==> src/rtl/lpm_gate_pkg.sv <==
`timescale 1ns/1ps
package lpm_gate_pkg;
   typedef enum logic [1:0] {
      DIS_NONE     = 2'b00,
      DIS_SOFT     = 2'b01,
      DIS_LOCK     = 2'b10,
      DIS_LOCK_ALT = 2'b11
   } dis_code_e;

   localparam int unsigned FIELD_W   = 2;
   localparam int unsigned N_MODES   = 2;   // index 0 = wait, 1 = stop
   localparam int unsigned WAIT_LSB  = 0;
   localparam int unsigned SWRST_BIT = 4;
   localparam int unsigned DBG_BIT   = 5;
   localparam int unsigned USED_BITS = 6;

   function automatic logic code_locks(input logic [FIELD_W-1:0] code);
      return code[FIELD_W-1];
   endfunction
endpackage

==> src/rtl/lpm_mode_field.sv <==
`timescale 1ns/1ps
module lpm_mode_field
   import lpm_gate_pkg::*;
#(
   parameter bit REQ_REG = 1'b1
) (
   input  logic               clk,
   input  logic               rst_n,
   input  logic               wr_stb,
   input  logic [FIELD_W-1:0] wr_val,
   input  logic               exec_stb,
   output logic [FIELD_W-1:0] field_q,
   output logic               mode_req
);
   logic locked_q;
   logic enter;

   always_ff @(posedge clk or negedge rst_n) begin
      if (!rst_n) begin
         field_q  <= DIS_NONE;
         locked_q <= 1'b0;
      end else if (wr_stb && !locked_q) begin
         field_q  <= wr_val;
         locked_q <= code_locks(wr_val);
      end
   end

   assign enter = exec_stb && (field_q == DIS_NONE);

   generate
      if (REQ_REG) begin : g_req_reg
         logic req_q;
         always_ff @(posedge clk or negedge rst_n) begin
            if (!rst_n) req_q <= 1'b0;
            else        req_q <= enter;
         end
         assign mode_req = req_q;

         p_req_gated_r2: assert property (@(posedge clk) disable iff (!rst_n)
            mode_req |-> $past(exec_stb && (field_q == DIS_NONE)));
      end else begin : g_req_comb
         assign mode_req = enter;
      end
   endgenerate

   p_write_takes_r3: assert property (@(posedge clk) disable iff (!rst_n)
      (wr_stb && !locked_q) |=> (field_q == $past(wr_val)));

   p_lock_sticky_r4: assert property (@(posedge clk) disable iff (!rst_n)
      locked_q |=> (locked_q && $stable(field_q)));

   p_locked_blocks_r4: assert property (@(posedge clk) disable iff (!rst_n)
      locked_q |-> (field_q != DIS_NONE));
endmodule

==> src/rtl/lpm_aux_ctrl.sv <==
`timescale 1ns/1ps
module lpm_aux_ctrl #(
   parameter bit DBG_RST_VAL = 1'b0
) (
   input  logic clk,
   input  logic rst_n,
   input  logic wr_stb,
   input  logic swrst_wr,
   input  logic dbg_wr,
   input  logic tap_en,
   output logic dbg_q,
   output logic swrst_req,
   output logic dbg_clk_en
);
   always_ff @(posedge clk or negedge rst_n) begin
      if (!rst_n) begin
         dbg_q     <= DBG_RST_VAL;
         swrst_req <= 1'b0;
      end else begin
         swrst_req <= wr_stb && swrst_wr;
         if (wr_stb) dbg_q <= dbg_wr;
      end
   end

   assign dbg_clk_en = dbg_q | tap_en;

   p_swrst_src_r7: assert property (@(posedge clk) disable iff (!rst_n)
      swrst_req |-> $past(wr_stb && swrst_wr));

   p_dbg_hold_r8: assert property (@(posedge clk) disable iff (!rst_n)
      !$past(wr_stb) |-> $stable(dbg_q));
endmodule

==> src/rtl/lpm_gate_ctrl.sv <==
`timescale 1ns/1ps
module lpm_gate_ctrl
   import lpm_gate_pkg::*;
#(
   parameter int unsigned DATA_W  = 16,
   parameter bit          REQ_REG = 1'b1
) (
   input  logic              clk,
   input  logic              rst_n,
   input  logic              reg_sel,
   input  logic              reg_wr,
   input  logic [DATA_W-1:0] reg_wdata,
   output logic [DATA_W-1:0] reg_rdata,
   input  logic              wait_exec,
   input  logic              stop_exec,
   input  logic              tap_en,
   output logic              wait_req,
   output logic              stop_req,
   output logic              swrst_req,
   output logic              dbg_clk_en
);
   localparam int unsigned HI_W = DATA_W - USED_BITS;

   generate
      if (DATA_W <= USED_BITS) begin : g_bad_width
         $error("lpm_gate_ctrl: DATA_W must exceed %0d", USED_BITS);
      end
   endgenerate

   logic                 wr_stb;
   logic [N_MODES-1:0]   exec_vec;
   logic [N_MODES-1:0]   req_vec;
   logic [FIELD_W-1:0]   field_arr [N_MODES];
   logic                 dbg_q;
   logic                 unused_hi;

   assign wr_stb    = reg_sel && reg_wr;
   assign exec_vec  = {stop_exec, wait_exec};
   assign unused_hi = ^reg_wdata[DATA_W-1:USED_BITS];

   generate
      for (genvar m = 0; m < N_MODES; m++) begin : g_mode
         localparam int unsigned LSB = WAIT_LSB + m * FIELD_W;
         lpm_mode_field #(.REQ_REG(REQ_REG)) u_field (
            .clk      (clk),
            .rst_n    (rst_n),
            .wr_stb   (wr_stb),
            .wr_val   (reg_wdata[LSB +: FIELD_W]),
            .exec_stb (exec_vec[m]),
            .field_q  (field_arr[m]),
            .mode_req (req_vec[m])
         );
      end
   endgenerate

   assign wait_req = req_vec[0];
   assign stop_req = req_vec[1];

   lpm_aux_ctrl u_aux (
      .clk        (clk),
      .rst_n      (rst_n),
      .wr_stb     (wr_stb),
      .swrst_wr   (reg_wdata[SWRST_BIT]),
      .dbg_wr     (reg_wdata[DBG_BIT]),
      .tap_en     (tap_en),
      .dbg_q      (dbg_q),
      .swrst_req  (swrst_req),
      .dbg_clk_en (dbg_clk_en)
   );

   always_comb begin
      reg_rdata = '0;
      for (int m = 0; m < N_MODES; m++) begin
         reg_rdata[WAIT_LSB + m * FIELD_W +: FIELD_W] = field_arr[m];
      end
      reg_rdata[DBG_BIT] = dbg_q;
   end

   p_hi_zero_r9: assert property (@(posedge clk) disable iff (!rst_n)
      reg_rdata[DATA_W-1 -: HI_W] == '0);
endmodule

==> config.mk <==
export PLATFORM = sky130hd
export DESIGN_NAME = lpm_gate_ctrl
export DESIGN_NICKNAME = d
export VERILOG_FILES = /design/src/rtl/lpm_gate_pkg.sv /design/src/rtl/lpm_mode_field.sv /design/src/rtl/lpm_aux_ctrl.sv /design/src/rtl/lpm_gate_ctrl.sv
export SDC_FILE = /design/constraint.sdc
export NUM_CORES = 1
export LEC_CHECK = 0
export CAP_MARGIN = 10
export CORE_MARGIN = 2
export CORE_UTILIZATION = 25
export DETAILED_ROUTE_END_ITERATION = 10
export GPL_ROUTABILITY_DRIVEN = 0
export PLACE_DENSITY = 0.84
export SETUP_SLACK_MARGIN = 0.2
export SLEW_MARGIN = 10
export SYNTH_ARGS = -nofsm -noshare
export SYNTH_HDL_FRONTEND = slang
export SYNTH_SLANG_ARGS = --single-unit
==> constraint.sdc <==
create_clock -name clk -period 1.1 [get_ports clk]
set_clock_uncertainty 0.1 [all_clocks]
set_input_delay 0.22 -clock clk [delete_from_list [all_inputs] [get_ports clk]]
set_output_delay 0.22 -clock clk [all_outputs]
set_load 0.05 [all_outputs]
### Word-level counts from Yosys, hierarchy flattened

Index checks and enable logic that the tools add are counted.
W data, S select, Z words.

* bitwise gates (word level): 1
* reduce and logical (&&, ||, !) cells: 10

Operator list (count)
* $logic_and A1 B1 Y1: 6
* $logic_not A2 Y1: 2
* $logic_not A1 Y1: 2
* $or A1 B1 Y1: 1

* register bits: 10
* output and inout port bits: 20
* word-level logic and storage cells: 19

### Longest topological paths before layout

* word-level depth: 2
* mapped depth: 2

### Cells and area by module

Synthesis repeated with hierarchy kept, for this count alone.

* cell total of the unflattened synthesis: 35
* area total of the unflattened synthesis: 424.2 um^2

By module, submodules not included
* lpm_mode_field: instances 2, cells each 8, area an instance 122.6 um^2
* lpm_gate_ctrl: instances 1, cells each 14, area an instance 100.1 um^2
* lpm_aux_ctrl: instances 1, cells each 5, area an instance 78.8 um^2

### Least setup slack after synthesis

OpenSTA, ideal clock, no wires.

* path kind: register -> register
* from: reg g_mode[0].u_field.field_q[0] (netlist name)
* to: reg g_mode[0].u_field.field_q[0]
* data arrival time: 872 ps
* data required time: 875 ps
* slack: 3 ps
* stages on the path, launching flop included: 2
* cell sequence: dfrtp_1 mux2_4

RTL lines
* end signal, assigned: RTL line lpm_mode_field.sv:23 `field_q <= wr_val;`
* end, declared: RTL line lpm_mode_field.sv:12 `output logic [FIELD_W-1:0] field_q,`

### Worst setup path in the final report

* from: reg u_aux.dbg_q
* to: out dbg_clk_en

* word-level cells in the longest chain between the ends: 1

RTL lines
* start, declared: RTL line lpm_aux_ctrl.sv:11 `output logic dbg_q,`
* start signal, assigned: RTL line lpm_aux_ctrl.sv:21 `if (wr_stb) dbg_q <= dbg_wr;`
* $or A1 B1 Y1: RTL line lpm_aux_ctrl.sv:25 `assign dbg_clk_en = dbg_q | tap_en;`
* end, declared: RTL line lpm_gate_ctrl.sv:20 `output logic dbg_clk_en`

No other way between the ends.

==> key figures <==
Timing
  • Final Hold Fails: 0
  • Final max-slew violation count: 0
  • Worst setup slack after layout: -0.2277 ns
  • Shortest clock period the worst path allows after layout: 1.328 ns
  • Setup repair after global routing missed its margin: yes
  • Upper clock frequency limit: 753.2 MHz
  • Period utilization: 1.207
  • Final setup violation count: 11

GRT
  • Via count of the first global-routing pass: 304
  • Antenna violations before repair: 0
  • Overall routing resource usage: 0.1081
  • Total gr overflow: 0
  • Pin count of the biggest net entering global routing: 9
  • Global-route wire length before repair: 1449 microns

Worst setup path
  • Reg2reg start: g_mode[0].u_field.locked_q
  • CP arrival: roughly 1.0 ns
  • Startpoint-to-endpoint class of the critical path: reg -> out
  • Capture instance of the worst register-to-register path: g_mode[0].u_field.locked_q
  • Critical path data required time: roughly 0.78 ns
  • Critical Path Source Type: register
  • Critical path fanouts, max: 2
  • Kind of capture point of the worst setup path: output pin
  • Register-to-register setup slack: -0.02 ns
  • Number of cells traversed by the worst register-to-register path: 4

Floorplan
  • Core area: 0.001524 sq mm
  • Effective utilization at floorplan: 0.2726
  • Cell row count: 14
  • Die outline width: 44.76 microns
  • Die ar.: 0.002003 sq mm
  • Io pins: 43
  • Die extent in y: 44.76 microns

Yosys
  • Ys flop type: dfrtp_1
  • Register area share after synthesis: 0.4819
  • Mean Syn Cell Area: 11.87 sq um
  • Synthesis warning total: 0
  • Combined area of all synthesized cells: 415.4 sq um
  • Instance count of the mapped netlist: 35
  • Most frequent cells after synthesis: 14 x buf_4, 8 x dfrtp_1
  • Dominant cells by area after synthesis: dfrtp_1 48%, buf_4 25%, mux2_4 7.2%, a31o_2 4.2%, nand3b_1 3.6%
  • FFs w/ async S/R, synth: 1.000
  • Yosys top cell area share: 0.4819
  • Register bit total from synthesis: 8
  • Library cell with the largest summed area after synthesis: dfrtp_1
  • Distinct cell type count after synthesis: 11
  • Cell with the most instances after synthesis: buf_4
  • Post-synth EDFFs: 0

Drt
  • Count of unresolved DRC violations after routing: 0
  • Iter 0 DRT Violations: 0
  • Total number of vias: 331
  • Count of antenna-violating nets left after detailed routing: 0
  • Total length of routed wires: 962 microns
  • WL/cell: roughly 12 microns
  • Vias per Instance: 4.037
  • DRT Pass-1 Iters: 1

Layout
  • Number of antenna diodes: 0
  • Area growth from synthesis to final layout: 98.49%
  • Nets@finish: 90
  • Layout Utilization: 0.5411
  • Final Instance Count excl. Fillers: 82
  • Fraction of layout cells with a size suffix above 1: 0.5455
  • Post-Layout Inst Area: 824.5 sq um

CTS
  • Number of buffers created by CTS: 3
  • Clock sink count: 8
  • Cell at the root of the clock tree: clkbuf_4
  • Maximum buffer depth of the clock tree: 2
  • Insertion delay of the later-clocked pin in the worst-skew pair: between 0.2 and 0.3 ns
  • Clock transition at path regs: 0.06 ns
  • Clock tree from TritonCTS: done
  • Htree depth: 1
  • Post-CTS Hold Fix Bufs: 0

Power and ir drop
  • Pwr per Cell Area: approximately 1400 mW/mm^2
  • Leakage power total: 0.3774 nW
  • Overall power of the completed layout: 0.001118 W
  • Combinational power share: 0.460
  • Switching Share: 0.3657
  • Switching pwr: 0.0004090 W
  • Relative contribution of sequential cells to total power: 0.324
  • Proportion of power drawn by the clock network: 0.216
  • Internal Pwr Total: 0.0007094 W
  • IR Drop Worst-Case VDD: 0.0009041 V

Placed design
  • HPWL reported at the end of detailed placement: between 700 and 800 microns
  • Number of buffers inserted by port buffering: 21
  • Placed standard-cell area: between 700 and 800 sq um
  • Placed cell count: 72

Status
  • Outcome: finished with violations
  • Violated checks: negative setup slack

Run
  • Max-cap viol count: 0

Min path
  • Worst Hold Class: in -> async
==> critical path: stages, from the launching register on <==
cell and delay, ns:
dfrtp_1 0.37, or2_4 0.24, buf_12 0.15
==> cell families (layout without fill, tap and decap cells) <==
group,Yosys count,count (layout),share of synthesized area
buffers and inverters,14,35,0.2530
flip-flops,8,8,0.4819
AO/OA/AOI/OAI,2,2,0.04218
multiplexers,3,3,0.09940
AND/OR/NAND/NOR,7,7,0.1144
other,1,11,0.009027
==> layout make-up <==
class,instances,area [sq um]
Fill cell,133,699.4
Sequential cell,8,206.4
Timing Repair Buffer,31,394.1
Tap cell,16,20.02
Clock buffer,4,26.28
Multi-Input combinational cell,23,177.7
==> sequential cells by signal (all words and copies together) (netlist names) <==
register / count
u_aux.dbg_q: 1
g_mode.u_field.locked_q: 2
g_mode.u_field.mode_req: 2
u_aux.swrst_req: 1
g_mode.u_field.field_q: 2
==> worst max path at each step <==
stage | start | endpoint | slack (ns) | depth (start not counted)
2_1_floorplan | g_mode[1].u_field.locked_q | g_mode[1].u_field.field_q[0] | 0.04 | 2
3_3_place_gp | reg_wr | g_mode[0].u_field.field_q[0] | -0.31 | 3
3_5_place_dp | reg_wr | g_mode[0].u_field.field_q[0] | -0.36 | 3
4_1_cts | u_aux.dbg_q | dbg_clk_en | -0.24 | 2
5_1_grt | u_aux.dbg_q | dbg_clk_en | -0.26 | 2
6_report | u_aux.dbg_q | dbg_clk_en | -0.23 | 2
==> what timing repair did <==
item,in CTS,in global routing
pin swaps,2,1
endpoints found under the setup margin,15,16
gates resized for setup,11,2
buffers inserted,4,2
==> layer usage <==
metal,share of wire,global-route usage
met4,0.0073,0.05455
met2,0.59,0.1855
met1,0.32,0.1080
met5,0,0
met3,0.083,0.05200
==> placed cells by master (no fill, tap or decap), drive strengths merged <==
master,count
a31o,2
clkdlybuf4s50,9
conb,11
buf,19
nand3b,2
nor3b,2
and3,1
or2,1
dlygate4sd2,3
nand2,1
mux2,3
dfrtp,8
clkbuf,4
==> power groups by stage <==
stage / sequential, W / clock [W] / combinational (W)
3_5_place_dp: 0.000377 / 0 / 0.000469
3_3_place_gp: 0.000372 / 0 / 0.000463
2_1_floorplan: 0.000443 / 0 / 0.000202
6_report: 0.000363 / 0.000242 / 0.000514
4_1_cts: 0.000364 / 0.000246 / 0.000515
5_1_grt: 0.000369 / 0.000262 / 0.000533
==> metrics by stage <==
stage          hold WS (ns)  setup slack (ns)  TNS (ns)
6_report             0.1397           -0.2277   -0.8272
5_1_grt              0.1773           -0.2564    -1.115
4_1_cts              0.1533           -0.2387   -0.8430
3_5_place_dp         0.3937           -0.3611    -1.749
3_3_place_gp         0.3810           -0.3090    -1.561
2_1_floorplan       -0.1756           0.03860         0
(Power assumes the default switching activity.)
